===== config.mk =====
export PLATFORM = sky130hd
export DESIGN_NAME = txlos_monitor
export DESIGN_NICKNAME = d
export VERILOG_FILES = /design/src/rtl/txlos_pkg.sv /design/src/rtl/txlos_zero_run.sv /design/src/rtl/txlos_probe_window.sv /design/src/rtl/txlos_irq.sv /design/src/rtl/txlos_monitor.sv
export SDC_FILE = /design/constraint.sdc
export NUM_CORES = 1
export LEC_CHECK = 0
export BUFFER_PORTS_ARGS = -buffer_cell sky130_fd_sc_hd__buf_4
export CORE_ASPECT_RATIO = 0.75
export CORE_MARGIN = 5
export CORE_UTILIZATION = 60
export DETAILED_ROUTE_END_ITERATION = 10
export PLACE_DENSITY_LB_ADDON = 0.05
export SKIP_LAST_GASP = 1
export SLEW_MARGIN = 30
export SYNTH_ARGS = -nofsm -noshare
export SYNTH_HDL_FRONTEND = slang
export SYNTH_SLANG_ARGS = --single-unit
export TNS_END_PERCENT = 10

===== constraint.sdc =====
create_clock -name clk -period 3.22 [get_ports clk]
set_input_delay 0.161 -clock clk [delete_from_list [all_inputs] [get_ports clk]]
set_output_delay 0.161 -clock clk [all_outputs]
set_load 0.005 [all_outputs]

===== src/rtl/txlos_pkg.sv =====
package txlos_pkg;

    // Controller states of the loss-of-signal detector
    typedef enum logic [1:0] {
        ST_OFF   = 2'd0,   // detection disabled
        ST_WATCH = 2'd1,   // signal present, zero runs counted
        ST_LOST  = 2'd2,   // loss declared, waiting for a mark
        ST_PROBE = 2'd3    // clear window in progress
    } los_state_t;

endpackage


===== src/rtl/txlos_zero_run.sv =====
module txlos_zero_run #(
    parameter int SHORT_N = 32,
    parameter int LONG_N  = 2048
) (
    input  logic clk,
    input  logic rst_n,
    input  logic flush,
    input  logic sample,
    input  logic mark,
    input  logic long_crit,
    output logic hit
);
    localparam int MAX_N = (LONG_N > SHORT_N) ? LONG_N : SHORT_N;
    localparam int CW    = $clog2(MAX_N + 1);
    localparam logic [CW-1:0] SHORT_L = CW'(SHORT_N);
    localparam logic [CW-1:0] LONG_L  = CW'(LONG_N);
    localparam logic [CW-1:0] SAT_L   = CW'(MAX_N);

    logic [CW-1:0] run_q;
    logic [CW-1:0] run_n;
    logic [CW-1:0] limit;

    // Next run length: cleared by a mark, saturating on zeros
    always_comb begin
        limit = long_crit ? LONG_L : SHORT_L;
        run_n = run_q;
        if (sample) begin
            if (mark) begin
                run_n = '0;
            end else if (run_q < SAT_L) begin
                run_n = run_q + 1'b1;
            end
        end
        hit = sample && !mark && (run_n >= limit);
    end

    always_ff @(posedge clk or negedge rst_n) begin
        if (!rst_n) begin
            run_q <= '0;
        end else if (flush) begin
            run_q <= '0;
        end else begin
            run_q <= run_n;
        end
    end

endmodule


===== src/rtl/txlos_probe_window.sv =====
module txlos_probe_window #(
    parameter int WIN_M      = 32,
    parameter int MIN_MARKS  = 4,
    parameter int ZRUN_LIMIT = 16
) (
    input  logic clk,
    input  logic rst_n,
    input  logic start,
    input  logic step,
    input  logic mark,
    input  logic in_probe,
    output logic pass,
    output logic fail
);
    localparam int WW = $clog2(WIN_M + 1);
    localparam int ZW = $clog2(ZRUN_LIMIT + 1);
    localparam logic [WW-1:0] WIN_L  = WW'(WIN_M);
    localparam logic [WW-1:0] MARK_L = WW'(MIN_MARKS);
    localparam logic [ZW-1:0] ZRUN_L = ZW'(ZRUN_LIMIT);

    logic [WW-1:0] wcnt_q, wcnt_n;
    logic [WW-1:0] mcnt_q, mcnt_n;
    logic [ZW-1:0] zcnt_q, zcnt_n;
    logic          gap_hit;
    logic          win_end;

    always_comb begin
        wcnt_n  = wcnt_q + 1'b1;
        mcnt_n  = mcnt_q + WW'(mark);
        zcnt_n  = mark ? '0 : zcnt_q + 1'b1;
        gap_hit = zcnt_n >= ZRUN_L;
        win_end = wcnt_n == WIN_L;
        // A long gap abandons the window before density is judged
        fail = step && (gap_hit || (win_end && (mcnt_n < MARK_L)));
        pass = step && !gap_hit && win_end && (mcnt_n >= MARK_L);
    end

    always_ff @(posedge clk or negedge rst_n) begin
        if (!rst_n) begin
            wcnt_q <= '0;
            mcnt_q <= '0;
            zcnt_q <= '0;
        end else if (start) begin
            wcnt_q <= WW'(1);
            mcnt_q <= WW'(1);
            zcnt_q <= '0;
        end else if (step) begin
            wcnt_q <= wcnt_n;
            mcnt_q <= mcnt_n;
            zcnt_q <= zcnt_n;
        end
    end


    probe_gap_bound_chk: assert property (@(posedge clk) disable iff (!rst_n)
        in_probe |-> (zcnt_q < ZRUN_L));


    probe_len_bound_chk: assert property (@(posedge clk) disable iff (!rst_n)
        in_probe |-> (wcnt_q < WIN_L) && (wcnt_q != '0));

endmodule


===== src/rtl/txlos_irq.sv =====
module txlos_irq (
    input  logic clk,
    input  logic rst_n,
    input  logic stat,
    input  logic any_edge,
    input  logic clr,
    input  logic mask,
    output logic sticky,
    output logic irq
);
    logic stat_d;
    logic sticky_q;
    logic set_ev;

    always_comb begin
        set_ev = any_edge ? (stat ^ stat_d) : (stat & ~stat_d);
    end

    always_ff @(posedge clk or negedge rst_n) begin
        if (!rst_n) begin
            stat_d   <= 1'b0;
            sticky_q <= 1'b0;
        end else begin
            stat_d <= stat;
            if (set_ev) begin
                sticky_q <= 1'b1;
            end else if (clr) begin
                sticky_q <= 1'b0;
            end
        end
    end

    assign sticky = sticky_q;
    assign irq    = sticky_q & ~mask;


    rise_sets_flag_chk: assert property (@(posedge clk) disable iff (!rst_n)
        $rose(stat) |=> sticky);


    fall_quiet_chk: assert property (@(posedge clk) disable iff (!rst_n)
        ($fell(stat) && !any_edge && !clr) |=> (sticky == $past(sticky)));


    clr_takes_effect_chk: assert property (@(posedge clk) disable iff (!rst_n)
        (clr && $stable(stat)) |=> !sticky);

endmodule


===== src/rtl/txlos_monitor.sv =====
module txlos_monitor
    import txlos_pkg::*;
#(
    parameter int SHORT_N    = 32,
    parameter int LONG_N     = 2048,
    parameter int WIN_M      = 32,
    parameter int MIN_MARKS  = 4,
    parameter int ZRUN_LIMIT = 16
) (
    input  logic clk,
    input  logic rst_n,
    input  logic sample_en,
    input  logic tx_pos,
    input  logic tx_neg,
    input  logic dual_rail_en,
    input  logic long_crit,
    input  logic irq_any_edge,
    input  logic irq_mask,
    input  logic irq_clr,
    output logic los_status,
    output logic int_sticky,
    output logic int_out,
    output logic los_event
);
    los_state_t st_q, st_d;
    logic mark;
    logic run_hit;
    logic win_start, win_step, win_pass, win_fail;
    logic declare;
    logic event_q;
    logic in_probe;

    assign mark     = tx_pos | tx_neg;
    assign in_probe = (st_q == ST_PROBE);

    txlos_zero_run #(
        .SHORT_N (SHORT_N),
        .LONG_N  (LONG_N)
    ) u_zrun (
        .clk       (clk),
        .rst_n     (rst_n),
        .flush     (!dual_rail_en),
        .sample    (sample_en),
        .mark      (mark),
        .long_crit (long_crit),
        .hit       (run_hit)
    );

    txlos_probe_window #(
        .WIN_M      (WIN_M),
        .MIN_MARKS  (MIN_MARKS),
        .ZRUN_LIMIT (ZRUN_LIMIT)
    ) u_probe (
        .clk      (clk),
        .rst_n    (rst_n),
        .start    (win_start),
        .step     (win_step),
        .mark     (mark),
        .in_probe (in_probe),
        .pass     (win_pass),
        .fail     (win_fail)
    );

    // Transition conditions
    always_comb begin
        win_start = dual_rail_en && (st_q == ST_LOST) && sample_en && mark;
        win_step  = dual_rail_en && (st_q == ST_PROBE) && sample_en;
        declare   = dual_rail_en && (st_q == ST_WATCH) && run_hit;
    end

    // Next-state logic
    always_comb begin
        st_d = st_q;
        if (!dual_rail_en) begin
            st_d = ST_OFF;                         // disable
        end else begin
            unique case (st_q)
                ST_OFF:   st_d = ST_WATCH;         // enable
                ST_WATCH: if (declare)   st_d = ST_LOST;   // declare
                ST_LOST:  if (win_start) st_d = ST_PROBE;  // open window
                ST_PROBE: begin
                    if (win_pass)      st_d = ST_WATCH;    // restore
                    else if (win_fail) st_d = ST_LOST;     // abandon
                end
            endcase
        end
    end

    // State register
    always_ff @(posedge clk or negedge rst_n) begin
        if (!rst_n) begin
            st_q <= ST_OFF;
        end else begin
            st_q <= st_d;
        end
    end

    // Outputs
    always_ff @(posedge clk or negedge rst_n) begin
        if (!rst_n) begin
            event_q <= 1'b0;
        end else begin
            event_q <= declare;
        end
    end

    always_comb begin
        unique case (st_q)
            ST_LOST, ST_PROBE: los_status = 1'b1;
            default:           los_status = 1'b0;
        endcase
        los_event = event_q;
    end

    txlos_irq u_irq (
        .clk      (clk),
        .rst_n    (rst_n),
        .stat     (los_status),
        .any_edge (irq_any_edge),
        .clr      (irq_clr),
        .mask     (irq_mask),
        .sticky   (int_sticky),
        .irq      (int_out)
    );


    off_holds_clear_chk: assert property (@(posedge clk) disable iff (!rst_n)
        !dual_rail_en |=> !los_status);


    event_on_rise_chk: assert property (@(posedge clk) disable iff (!rst_n)
        los_event |-> (los_status && !$past(los_status)));


    mask_blocks_chk: assert property (@(posedge clk) disable iff (!rst_n)
        int_out |-> !irq_mask);

endmodule


# Word level (Yosys, flattened, before mapping)
# Index checks and enable logic that the tools add are counted.
totals:
  output_inout_bits: 4
  word_cells: 74
  reg_bits: 34
  in_bits: 10
op_classes:
  n_eq_ne: 7
  reduce_logical: 22
  bitwise_logic: 6
  add_sub_neg: 4
  muxes: 22
  n_lt_le_gt_ge: 5
op_table:
  columns: ["cell", "count"]
  rows:
  - ["2-to-1 mux 12 bit", 5]
  - ["2-to-1 mux 6 bit", 4]
  - ["2-to-1 mux 5 bit", 3]
  - ["logical AND 1 bit", 14]
  - ["adder 12 x 1 -> 12 bit (second input constant)", 1]
  - [">= comparator 12 bit", 1]
  - ["< comparator 12 bit (second input constant)", 1]
  - ["2-to-1 mux 2 bit", 5]
  - ["one-hot mux 2 bit (4 select lines)", 1]
  - ["adder 6 x 1 -> 6 bit", 1]
  - ["adder 6 x 1 -> 6 bit (second input constant)", 1]
  - ["equality test 6 bit (second input constant)", 1]
  - [">= comparator 6 x 3 -> 1 bit (second input constant)", 1]
  - ["< comparator 6 x 3 -> 1 bit (second input constant)", 1]
  - ["adder 5 x 1 -> 5 bit (second input constant)", 1]
  - [">= comparator 5 bit (second input constant)", 1]
  - ["equality test 2 bit (second input constant)", 2]
  - ["2-to-1 mux 1 bit", 4]
  - ["!= test 4 x 2 -> 1 bit (second input constant)", 1]
  - ["nonzero test 2 bit", 2]
  - ["!= test 3 x 2 -> 1 bit (second input constant)", 1]
  - ["!= test 3 bit (second input constant)", 1]
  - ["AND reduction 3 bit", 1]
  - ["AND 1 bit", 2]
  - ["other kinds (8)", 10]

# Longest topological paths before layout
depth:
  depth_word: 10
  depth_mapped: 11
  ltp_nobuf: 10

# Modules after synthesis
# A second synthesis with hierarchy kept.
hier_totals:
  cells_unflattened: 214
  area_unflattened_um2: 1993.2
modules_own_cells:
  columns: ["mod", "area_each_um2", "n_inst", "seq_area_each_um2", "cells_each"]
  rows:
  - ["txlos_probe_window", 904.6, 1, 425.4, 94]
  - ["txlos_zero_run", 817.0, 1, 300.3, 91]
  - ["txlos_monitor", 175.2, 1, 75.1, 20]
  - ["txlos_irq", 96.3, 1, 50.0, 9]

# Worst setup path after synthesis
# No wires, ideal clock.
synth_path:
  path_kind: "flip-flop to flip-flop"
  startpoint: "register u_zrun.run_q[2]"
  endpoint: "register st_q[0]"
  required_time_ns: 3.119
  setup_time_ns: 0.101
  arrival_ns: 2.257
  synth_period_minus_slack_ns: 2.357
  slack_ns: 0.863
  path_buffers: 0
  path_stages_with_launch: 11
  cell_sequence: "dfrtp_1 > nand4_2 > nor2_1 > nand2_1 > xor2_1 > or2_2 > ha_1 > o21a_1 > o2111a_1 > o31a_1 > o311ai_2"
synth_via:
  elab_chain_len: 9
  word_cells_on_any_way: 10
  cone_classes: "1 x add/sub; 2 x order compare; 1 x eq/ne; 3 x mux; 3 x reduce/logical"
synth_lines:
  columns: ["element", "line", "source"]
  rows:
  - ["from (decl)", "txlos_zero_run.sv:19", "logic [CW-1:0] run_q;"]
  - ["from (signal assigned)", "txlos_zero_run.sv:43", "run_q <= run_n;"]
  - ["adder 12 x 1 -> 12 bit / < comparator 12 bit (equally long branches)", "txlos_zero_run.sv:31, txlos_zero_run.sv:30", null]
  - ["2-to-1 mux 12 bit", "txlos_zero_run.sv:30", "end else if (run_q < SAT_L) begin"]
  - ["2-to-1 mux 12 bit", "txlos_zero_run.sv:28", "if (mark) begin"]
  - ["2-to-1 mux 12 bit (*)", "txlos_zero_run.sv:27", "if (sample) begin"]
  - [">= comparator 12 bit (*)", "txlos_zero_run.sv:34", "hit = sample && !mark && (run_n >= limit);"]
  - ["logical AND 1 bit (*)", "txlos_zero_run.sv:34", null]
  - ["logical AND 1 bit (*)", "txlos_monitor.sv:68", "declare = dual_rail_en && (st_q == ST_WATCH) && run_hit;"]
  - ["!= test 3 bit (no source line) (*)", null, null]
  - ["AND reduction 3 bit (no source line) (*)", null, null]
  - ["to (signal assigned)", "txlos_monitor.sv:94", "st_q <= st_d;"]
  - ["to (decl)", "txlos_monitor.sv:25", "los_state_t st_q, st_d;"]
# Mark *: on every way between the ends. The rest lies on a longest branch, timed or not.
# A chain may end at the register's enable or synchronous reset.

# Final worst setup path
# Ends and elaborated chain as after synthesis.

==> qor.yml <==
crit_start: "u_zrun.run_q[2]$_DFF_PN0_"
synth_cells: 227
cts.htree.levels: 2
dr.pass1.iters: 5
crit_path_start_kind: "register"
nNetsFinal: 257
portBuffers: 13
crit_end: "st_q[0]$_DFFE_PN0P_"
yosys_register_bits: 34
ir_worst_vdd_uv: 288
post-route-util_pct: 68.5
vias: 1718
drc: 0
cts_resized: 0
diodes: 0
maxSlewViolCount: 0
fin_ws_ns: 0.624
synth_ff_type: "dfrtp_1"
synthArstFlopShare_pct: 100
die_height_um: 60.7
std_cell_rows: 18
clk_latency_ns: 0.28
die_x_um: 77.6
grt_pass1_wl_mm: 7.88
start_util_pct: 62.6
syn-cell-area_um2: 2060
r2r_slack_ns: 0.62
viasPerCell: 6.16
fin_crit_sh_pct: 80.6
hold_class: "in2reg"
powerDensity_nw_per_um2: 397
ys_types: 49
cts_buffers: 5
grt_pass1_vias: 1687
ant_nets: 0
dpl_worst_slack_ns: 0.653
root_buffer: "clkbuf_8"
synth_warnings: 0
p_leak_nw: 1.04
rr_endpoint: "st_q[0]$_DFFE_PN0P_"
fmax_ghz: 0.385
rsz0062_at_grt: "false"
crit_fanout: 7
worst_pin_slew_ns: 0.716
fin_setup_tns_ns: 0
cts_buffer_depth: 2
grt_usage_pct: 21.3
wl_per_cell_um: 16.3
maxCapViolCount: 0
dp_hpwl_mm: 3.38
place_congestion: 0.968
crit_required_ns: 3.41
clk_pin_slew_ns: 0.07
dieArea_um2: 4710
skew_ns: 0.00662
postSynthAreaPerCell_um2: 9.07
multi_input_area_um2: 1110
core_area_um2: 3290
hold_buffers: 1
cts.sinks: 34
finalCriticalPeriod_ns: 2.60
gr-total-overflow: 0
status: "completed"
synth_nets: 246
drive_above_1_share_pct: 13.8
antenna_found_initial: 0
fillers: 271
cts_tree: "done"
endpoint_kind: "register"
yosysSeqAreaShare_pct: 41.3
worstSetupPathType: "reg2reg"
final-seq-area_um2: 851
synth-edff-count: 0
areaGrowthSynthToFinish_pct: 9.48
io_pins: 14
drt_iter0_drc: 170
rr_worst_depth: 10
hold_violations: 0
setup_viol: 0
slew_headroom_pct: 52.1
arrival_ns: 2.78
wl_mm: 4.56
grt_max_degree: 35
postCtsSetupBuffers: 0
reg2reg_from: "u_zrun.run_q[2]$_DFF_PN0_"
-- layer usage --
layer,wire length [um],track usage (%),vias up
met5,0,0,-
met4,27,6.86,0
met3,289,4.45,2
met2,2110,34.0,60
met1,2130,29.5,836
li1,-,-,820
-- power breakdown --
group          internal, W  switching [W]  leakage (nW)
logic            0.0000425      0.0000577         0.528
clock network     0.000173       0.000152        0.0482
registers         0.000446      0.0000229         0.467
-- synthesized netlist by cell type, types with 3 or more instances --
library cell  number  share of area (%)
dfrtp_1           34                 41
nand2_1           27                4.9
nor2_1            22                4.0
o21ai_0           17                4.1
nand3_1           13                3.2
inv_1             10                1.8
ha_1               9                5.5
xor2_1             9                3.8
a21oi_1            8                1.9
xnor2_1            8                3.4
clkbuf_1           7                1.3
and3_1             5                1.5
nor3_1             5                1.2
nand4_1            4                1.2
nor2b_1            3               0.91
o31ai_1            3                1.1
or3_1              3               0.91
-- kinds of logic after synthesis --
| kind of cell | count (synthesis) | share of synthesized area, % |
|---|---|---|
| simple gates | 98 | 24.8 |
| compound gates | 45 | 14.8 |
| flops | 34 | 41.3 |
| buf+inv | 21 | 4.62 |
| xor+xnor | 17 | 7.23 |
| fa+ha+maj | 9 | 5.47 |
| mux | 3 | 1.70 |
-- cell type report --
cell class | count | area share, %
clock inverter | 1 | 0.222
timing repair buffer | 14 | 4.78
multi-input combinational | 172 | 49.4
clock buffer | 7 | 3.83
inverter | 11 | 1.83
tap | 40 | 2.22
sequential | 34 | 37.8
-- per-stage QoR --
step	power [W]	hold slack, ns	instance area, um2	cells
floorplan	0.000533	-0.135	2060	227
global placement	0.000565	0.129	2150	270
detailed placement	0.000575	0.136	2150	270
CTS	0.000899	0.0620	2250	279
global route	0.000932	0.0661	2250	279
finish	0.000894	0.0655	2250	279
-- sequential cells by signal, summed over array words and instances (netlist names) --
signal,cells
u_irq.sticky,1
u_probe.wcnt_q,6
st_q,2
u_zrun.run_q,12
los_event,1
u_probe.mcnt_q,6
u_probe.zcnt_q,5
u_irq.stat_d,1
-- worst min-delay path by stage --
stage | slack, ns | from | cells after the start | end
after global routing | 0.07 | irq_clr | 2 | u_irq.sticky$_DFFE_PN0P_
after CTS | 0.06 | irq_clr | 2 | u_irq.sticky$_DFFE_PN0P_
final | 0.07 | irq_clr | 2 | u_irq.sticky$_DFFE_PN0P_
after detailed placement | 0.14 | rst_n | 1 | u_probe.wcnt_q[3]$_DFFE_PN0P_
after floorplan | -0.13 | rst_n | 0 | los_event$_DFF_PN0_
after global placement | 0.13 | rst_n | 1 | u_probe.wcnt_q[3]$_DFFE_PN0P_
-- worst max-delay path: stages (launching register included) --
cell      delay (ns)
dfrtp_1         0.49
nand4_2         0.24
nor2_1          0.20
nand2_1         0.09
xor2_1          0.15
or2_2           0.29
ha_1            0.27
o21a_1          0.10
o2111a_1        0.15
o31a_1          0.30
o311ai_2        0.24
-- cell usage in the layout, fill, tap and decap left out, types with 2 or more instances in the layout --
cell type,count
buf_4,13
or3_1,3
o21a_1,2
dfrtp_1,34
nand2b_1,2
nor3_1,5
nand4_1,4
o21ai_0,17
xor2_1,9
nand2_1,27
nand3_1,13
nand4_2,2
xnor2_1,8
a21oi_1,8
ha_1,9
o31ai_1,3
nor2b_1,3
a211oi_1,2
mux2i_1,2
or2_2,2
nor2_1,22
clkbuf_8,6
inv_1,10
and3_1,5
nor4_1,2
(Power assumes the default switching activity.)
